$ cat config.mk
export PLATFORM = sky130hd
export DESIGN_NAME = volt_op_trigger
export DESIGN_NICKNAME = d
export VERILOG_FILES = /design/src/rtl/volt_op_trigger.sv
export SDC_FILE = /design/constraint.sdc
export NUM_CORES = 1
export LEC_CHECK = 0
export ABC_CLOCK_PERIOD_IN_PS = 3300
export BUFFER_PORTS_ARGS = -buffer_cell sky130_fd_sc_hd__buf_2
export CORE_ASPECT_RATIO = 0.75
export CORE_MARGIN = 2
export CORE_UTILIZATION = 42
export CTS_CLUSTER_DIAMETER = 80
export DETAILED_ROUTE_END_ITERATION = 16
export GPL_TIMING_DRIVEN = 0
export PLACE_DENSITY_LB_ADDON = 0.3
export SKIP_CTS_REPAIR_TIMING = 1
export SLEW_MARGIN = 20
export SYNTH_ARGS = -nofsm -noshare
export SYNTH_HDL_FRONTEND = slang
export SYNTH_SLANG_ARGS = --single-unit
$ cat constraint.sdc
create_clock -name clk -period 3.3 [get_ports clk]
set_input_delay 0.99 -clock clk [delete_from_list [all_inputs] [get_ports clk]]
set_output_delay 0.99 -clock clk [all_outputs]
set_load 0.02 [all_outputs]
$ cat src/rtl/volt_op_trigger.sv
module volt_op_trigger #(
  parameter int VW   = 8,
  parameter int OPW  = 8,
  parameter int NFLT = 4,
  parameter int NOPS = 4,
  parameter int NTHR = 8,
  parameter int CNTW = 16,
  localparam int OIW = (NOPS > 1) ? $clog2(NOPS) : 1,
  localparam int TIW = (NTHR > 1) ? $clog2(NTHR) : 1
) (
  input  logic                 clk,
  input  logic                 rst_n,
  input  logic [VW-1:0]        volt_code,
  input  logic                 instr_valid,
  input  logic [OPW-1:0]       instr_op,
  input  logic [NFLT-1:0]      fault_evt,
  input  logic                 cfg_volt_en,
  input  logic [VW-1:0]        cfg_thr_low,
  input  logic [VW-1:0]        cfg_thr_step,
  input  logic [TIW-1:0]       cfg_thr_last,
  input  logic [NOPS*OPW-1:0]  cfg_op_list,
  input  logic [OIW-1:0]       cfg_op_last,
  input  logic [OPW-1:0]       cfg_op_mask,
  input  logic [NFLT-1:0]      cfg_fault_en,
  input  logic [CNTW-1:0]      cfg_skip,
  input  logic                 cfg_sweep_mode,
  input  logic                 sweep_load,
  input  logic                 sweep_step,
  input  logic                 arm,
  output logic                 trig,
  output logic                 armed,
  output logic [CNTW-1:0]      hit_total,
  output logic [VW-1:0]        cur_thr,
  output logic [TIW-1:0]       thr_idx,
  output logic [OIW-1:0]       op_idx
);

  localparam logic [CNTW-1:0] CMAX = {CNTW{1'b1}};
  localparam logic [VW-1:0]   VMAX = {VW{1'b1}};

  logic [OPW-1:0] sel_op;
  logic           op_ok, volt_ok, hit, flt, fire;
  logic [VW:0]    thr_sum;
  logic [VW-1:0]  thr_up;
  logic           thr_wrap, op_wrap;

  assign sel_op  = cfg_op_list[int'(op_idx)*OPW +: OPW];
  assign op_ok   = ((instr_op ^ sel_op) & cfg_op_mask) == '0;
  assign volt_ok = !cfg_volt_en || (volt_code <= cur_thr);
  assign hit     = instr_valid && op_ok && volt_ok;
  assign flt     = |(fault_evt & cfg_fault_en);
  assign fire    = armed && ((hit && hit_total == cfg_skip) || flt);

  assign thr_sum  = {1'b0, cur_thr} + {1'b0, cfg_thr_step};
  assign thr_up   = thr_sum[VW] ? VMAX : thr_sum[VW-1:0];
  assign thr_wrap = (thr_idx == cfg_thr_last) || (int'(thr_idx) == NTHR - 1);
  assign op_wrap  = (op_idx == cfg_op_last) || (int'(op_idx) == NOPS - 1);

  always_ff @(posedge clk) begin
    if (!rst_n) begin
      trig      <= 1'b0;
      armed     <= 1'b0;
      hit_total <= '0;
    end else begin
      trig <= 1'b0;
      if (arm) begin
        armed     <= 1'b1;
        hit_total <= '0;
      end else begin
        if (hit && hit_total != CMAX) hit_total <= hit_total + 1'b1;
        if (fire) begin
          trig  <= 1'b1;
          armed <= 1'b0;
        end
      end
    end
  end

  always_ff @(posedge clk) begin
    if (!rst_n) begin
      cur_thr <= '0;
      thr_idx <= '0;
      op_idx  <= '0;
    end else if (sweep_load) begin
      cur_thr <= cfg_thr_low;
      thr_idx <= '0;
      op_idx  <= '0;
    end else if (sweep_step) begin
      if (!cfg_sweep_mode) begin
        if (thr_wrap) begin
          thr_idx <= '0;
          cur_thr <= cfg_thr_low;
          op_idx  <= op_wrap ? '0 : op_idx + 1'b1;
        end else begin
          thr_idx <= thr_idx + 1'b1;
          cur_thr <= thr_up;
        end
      end else begin
        if (op_wrap) begin
          op_idx <= '0;
          if (thr_wrap) begin
            thr_idx <= '0;
            cur_thr <= cfg_thr_low;
          end else begin
            thr_idx <= thr_idx + 1'b1;
            cur_thr <= thr_up;
          end
        end else begin
          op_idx <= op_idx + 1'b1;
        end
      end
    end
  end

  p_fault_fires_r5: assert property (@(posedge clk) disable iff (!rst_n)
    (armed && !arm && |(fault_evt & cfg_fault_en)) |=> trig);

  p_single_pulse_r6: assert property (@(posedge clk) disable iff (!rst_n)
    trig |=> !trig);

  p_needs_arm_r6: assert property (@(posedge clk) disable iff (!rst_n)
    trig |-> !armed && $past(armed));

  p_total_clear_r7: assert property (@(posedge clk) disable iff (!rst_n)
    arm |=> hit_total == '0);

  p_total_sat_r7: assert property (@(posedge clk) disable iff (!rst_n)
    (hit_total == CMAX && !arm) |=> hit_total == CMAX);

  p_load_r8: assert property (@(posedge clk) disable iff (!rst_n)
    sweep_load |=> (thr_idx == '0 && op_idx == '0));

  p_thr_rises_r11: assert property (@(posedge clk) disable iff (!rst_n)
    (sweep_step && !sweep_load && !cfg_sweep_mode && !thr_wrap) |=> cur_thr >= $past(cur_thr));

endmodule

==> results_dict.tcl <==
set metrics [dict create \
    status "finished clean" \
    crit_buf_inv 3 \
    max_slew_margin_pct 51.1 \
    slowest_stage "or4_1" \
    hp-class "reg2reg" \
    antenna-diode-count 0 \
    avgSynthCellArea_um2 8.22 \
    r2r-start "cur_thr[1]" \
    rrSetupSlack_ns 0.28 \
    dp_hpwl_mm 6.50 \
    die_width_um 96.2 \
    syn_area_um2 2680 \
    end_kind "flip-flop" \
    power_density_nw_per_um2 310 \
    hold_path_startpoint "armed" \
    synth_cell_types 48 \
    ys_seq_area_share_pct 23.2 \
    grt_pass1_vias 2858 \
    firstDrtPassIters 5 \
    synth_ff_type "dfxtp_1" \
    ant_nets 0 \
    cts_tree "yes" \
    wire_per_inst_um 14.9 \
    fin_crit_ns 3.27 \
    ir_worst_vdd_uv 184 \
    vias 3078 \
    holdWs_ns 0.496 \
    rr_worst_depth 11 \
    rows 25 \
    rsz0062_at_grt "yes" \
    io_pins 140 \
    drtIter0Drc 137 \
    synth_top_area_share_pct 23.2 \
    crit_required_ns 3.45 \
    timing.rr.end "hit_total[13]" \
    overflow 0 \
    syn-num-nets 456 \
    die_y_um 73.2 \
    async_flop_share_pct 0 \
    synth_top_cell_by_area "dfxtp_1" \
    io_buffers 139 \
    startpoint_type "input pin" \
    cp_slowest_stage_delay_ns 0.50 \
    maxCapViolCount 0 \
    slew_viol_final 0 \
    cts_buffers 5 \
    setup_violations 0 \
    crit_path_end "hit_total[13]" \
    setup.worst_path.class "in2reg" \
    cp_max_fo 10 \
    clock_latency_ns 0.28 \
    worst_pin_slew_ns 0.728 \
    areaGrowthSynthToFinish_pct 37.5 \
    grtUsageTotal_pct 23.1 \
    worstSetupStartpoint "volt_code[1]" \
    crit_cells 11 \
    clock_skew_ns 0.0100 \
    path_clk_slew_ns 0.07 \
    cpLargestDelayFamily "simple AND/OR/NAND/NOR gates" \
    leakagePower_uw 0.00162 \
    nNetsFinal 602 \
    postRouteWirelength_mm 8.26 \
    antenna_found_initial 0 \
    finalCritPeriodShare_pct 99.1 \
    vias_per_cell 5.56 \
    drive_gt1_share_pct 35.9 \
    clock_tree.root_cell "clkbuf_8" \
    syn_inst 326 \
    floorplan.initialDensity_pct 43.0 \
    fmax_mhz 306 \
    cts_max_path_buffers 2 \
    gp_congestion 0.858 \
    yosys_warnings 0 \
    drc 0 \
    htreeDepth 2 \
    fin_cells 554 \
    dp_cells 546 \
    die-area_um2 7040 \
    grt_max_degree 11 \
    grt_pass1_wl_mm 12.8 \
    clock-sinks 31 \
    worstPathArrival_ns 3.42 \
    crit_chain "buf_2 -> ha_4 -> nor2b_1 -> o211ai_1 -> a211oi_2 -> or4_1 -> or4_4 -> buf_6 -> buf_8 -> o31ai_1 -> a21oi_1" \
    ys_ff_latch 31 \
    synth_edf_count 0 \
    placeableCoreArea_um2 6220 \
    finalHoldViolCount 0 \
    ys_top_cells_by_area "dfxtp_1 (23%), ha_1 (9.3%), xnor2_1 (6.9%)" \
]
[sequential cells by signal, summed over array words and instances, names as in the netlist]
register and flops:
trig 1, op_idx 2, armed 1, cur_thr 8, hit_total 16, thr_idx 3
[cell usage after synthesis, types with 2 or more instances]
cell,number
nand3_1,7
o21a_1,3
or4_1,11
xor2_1,21
and3_1,5
inv_1,11
clkbuf_1,7
o21ai_0,12
nand2_1,34
buf_6,3
nor3_1,3
o211ai_1,3
ha_1,20
a22oi_1,3
or3_1,10
nand2b_1,2
xnor2_1,21
a211oi_1,2
buf_2,2
o31ai_1,9
nand4_1,7
a21oi_1,28
o2111ai_1,3
nor3b_1,2
mux2i_1,16
a21boi_0,9
nor2_1,5
o21bai_1,2
nor2b_1,2
nor4_1,6
o221ai_1,8
or2_2,2
dfxtp_1,31
a21o_1,2
[layer usage]
layer | up-vias | global-route usage (%) | share of wire, %
met4 | 0 | 5.71 | 0.74
met3 | 8 | 3.93 | 7.0
met2 | 104 | 37.0 | 46
met1 | 1446 | 32.4 | 46
met5 | - | 0 | 0
li1 | 1520 | - | -
[how the worst min path moves through the flow]
stage             to  depth (start not counted)
6_report       armed                          2
3_3_place_gp   armed                          2
3_5_place_dp   armed                          2
2_1_floorplan  armed                          2
5_1_grt        armed                          2
4_1_cts        armed                          2
[report_power, final]
part	switching, uW	internal, uW
Sequential	16.7	387
Clock	153	244
Combinational	175	165
[cell type report]
class	count	area [um^2]
Fill cell	606	2540
Multi-Input combinational cell	271	2020
Timing Repair Buffer	140	703
Sequential cell	31	621
Tap cell	81	101
Clock buffer	6	82.6
Buffer	12	82.6
Inverter	11	41.3
Clock inverter	2	35.0
[stage by stage]
stage | util (%) | setup WS, ns | instance area (um^2) | power, uW | TNS, ns
2_1_floorplan | - | -0.0992 | 2710 | 613 | -0.463
3_3_place_gp | 56.4 | -0.389 | 3510 | 734 | -5.58
3_5_place_dp | 56.4 | -0.387 | 3510 | 746 | -5.87
4_1_cts | 58.3 | -0.0944 | 3630 | 1150 | -0.561
5_1_grt | 59.2 | -0.0528 | 3680 | 1210 | -0.167
6_report | 59.2 | 0.0312 | 3680 | 1140 | 0
[layout by cell type (no fill, tap or decap), drive strengths merged, types with 13 or more instances in the layout]
cell and n:
dfxtp 31, buf 145, a21oi 28, xor2 21, xnor2 21, ha 20, o21ai 13, clkbuf 13
nand2 34, mux2i 16
[worst reg2reg max path, cell delays in order (launching register included)]
cell and delay [ns]:
dfxtp_1 0.43, inv_1 0.11, ha_4 0.25, nor2b_1 0.12
o211ai_1 0.19, a211oi_2 0.11, or4_1 0.50, or4_4 0.47
buf_6 0.17, buf_8 0.14, o31ai_1 0.27, a21oi_1 0.12
[cell families after synthesis]
logic type / after synthesis / share of synthesized area [%]
mux: 16 / 5.98
xor+xnor: 42 / 13.7
buf+inv: 24 / 4.30
fa+ha+maj: 21 / 10.1
flops: 31 / 23.2
compound gates: 93 / 23.0
simple gates: 99 / 19.8
No activity file was read; power rests on OpenSTA's default activity.
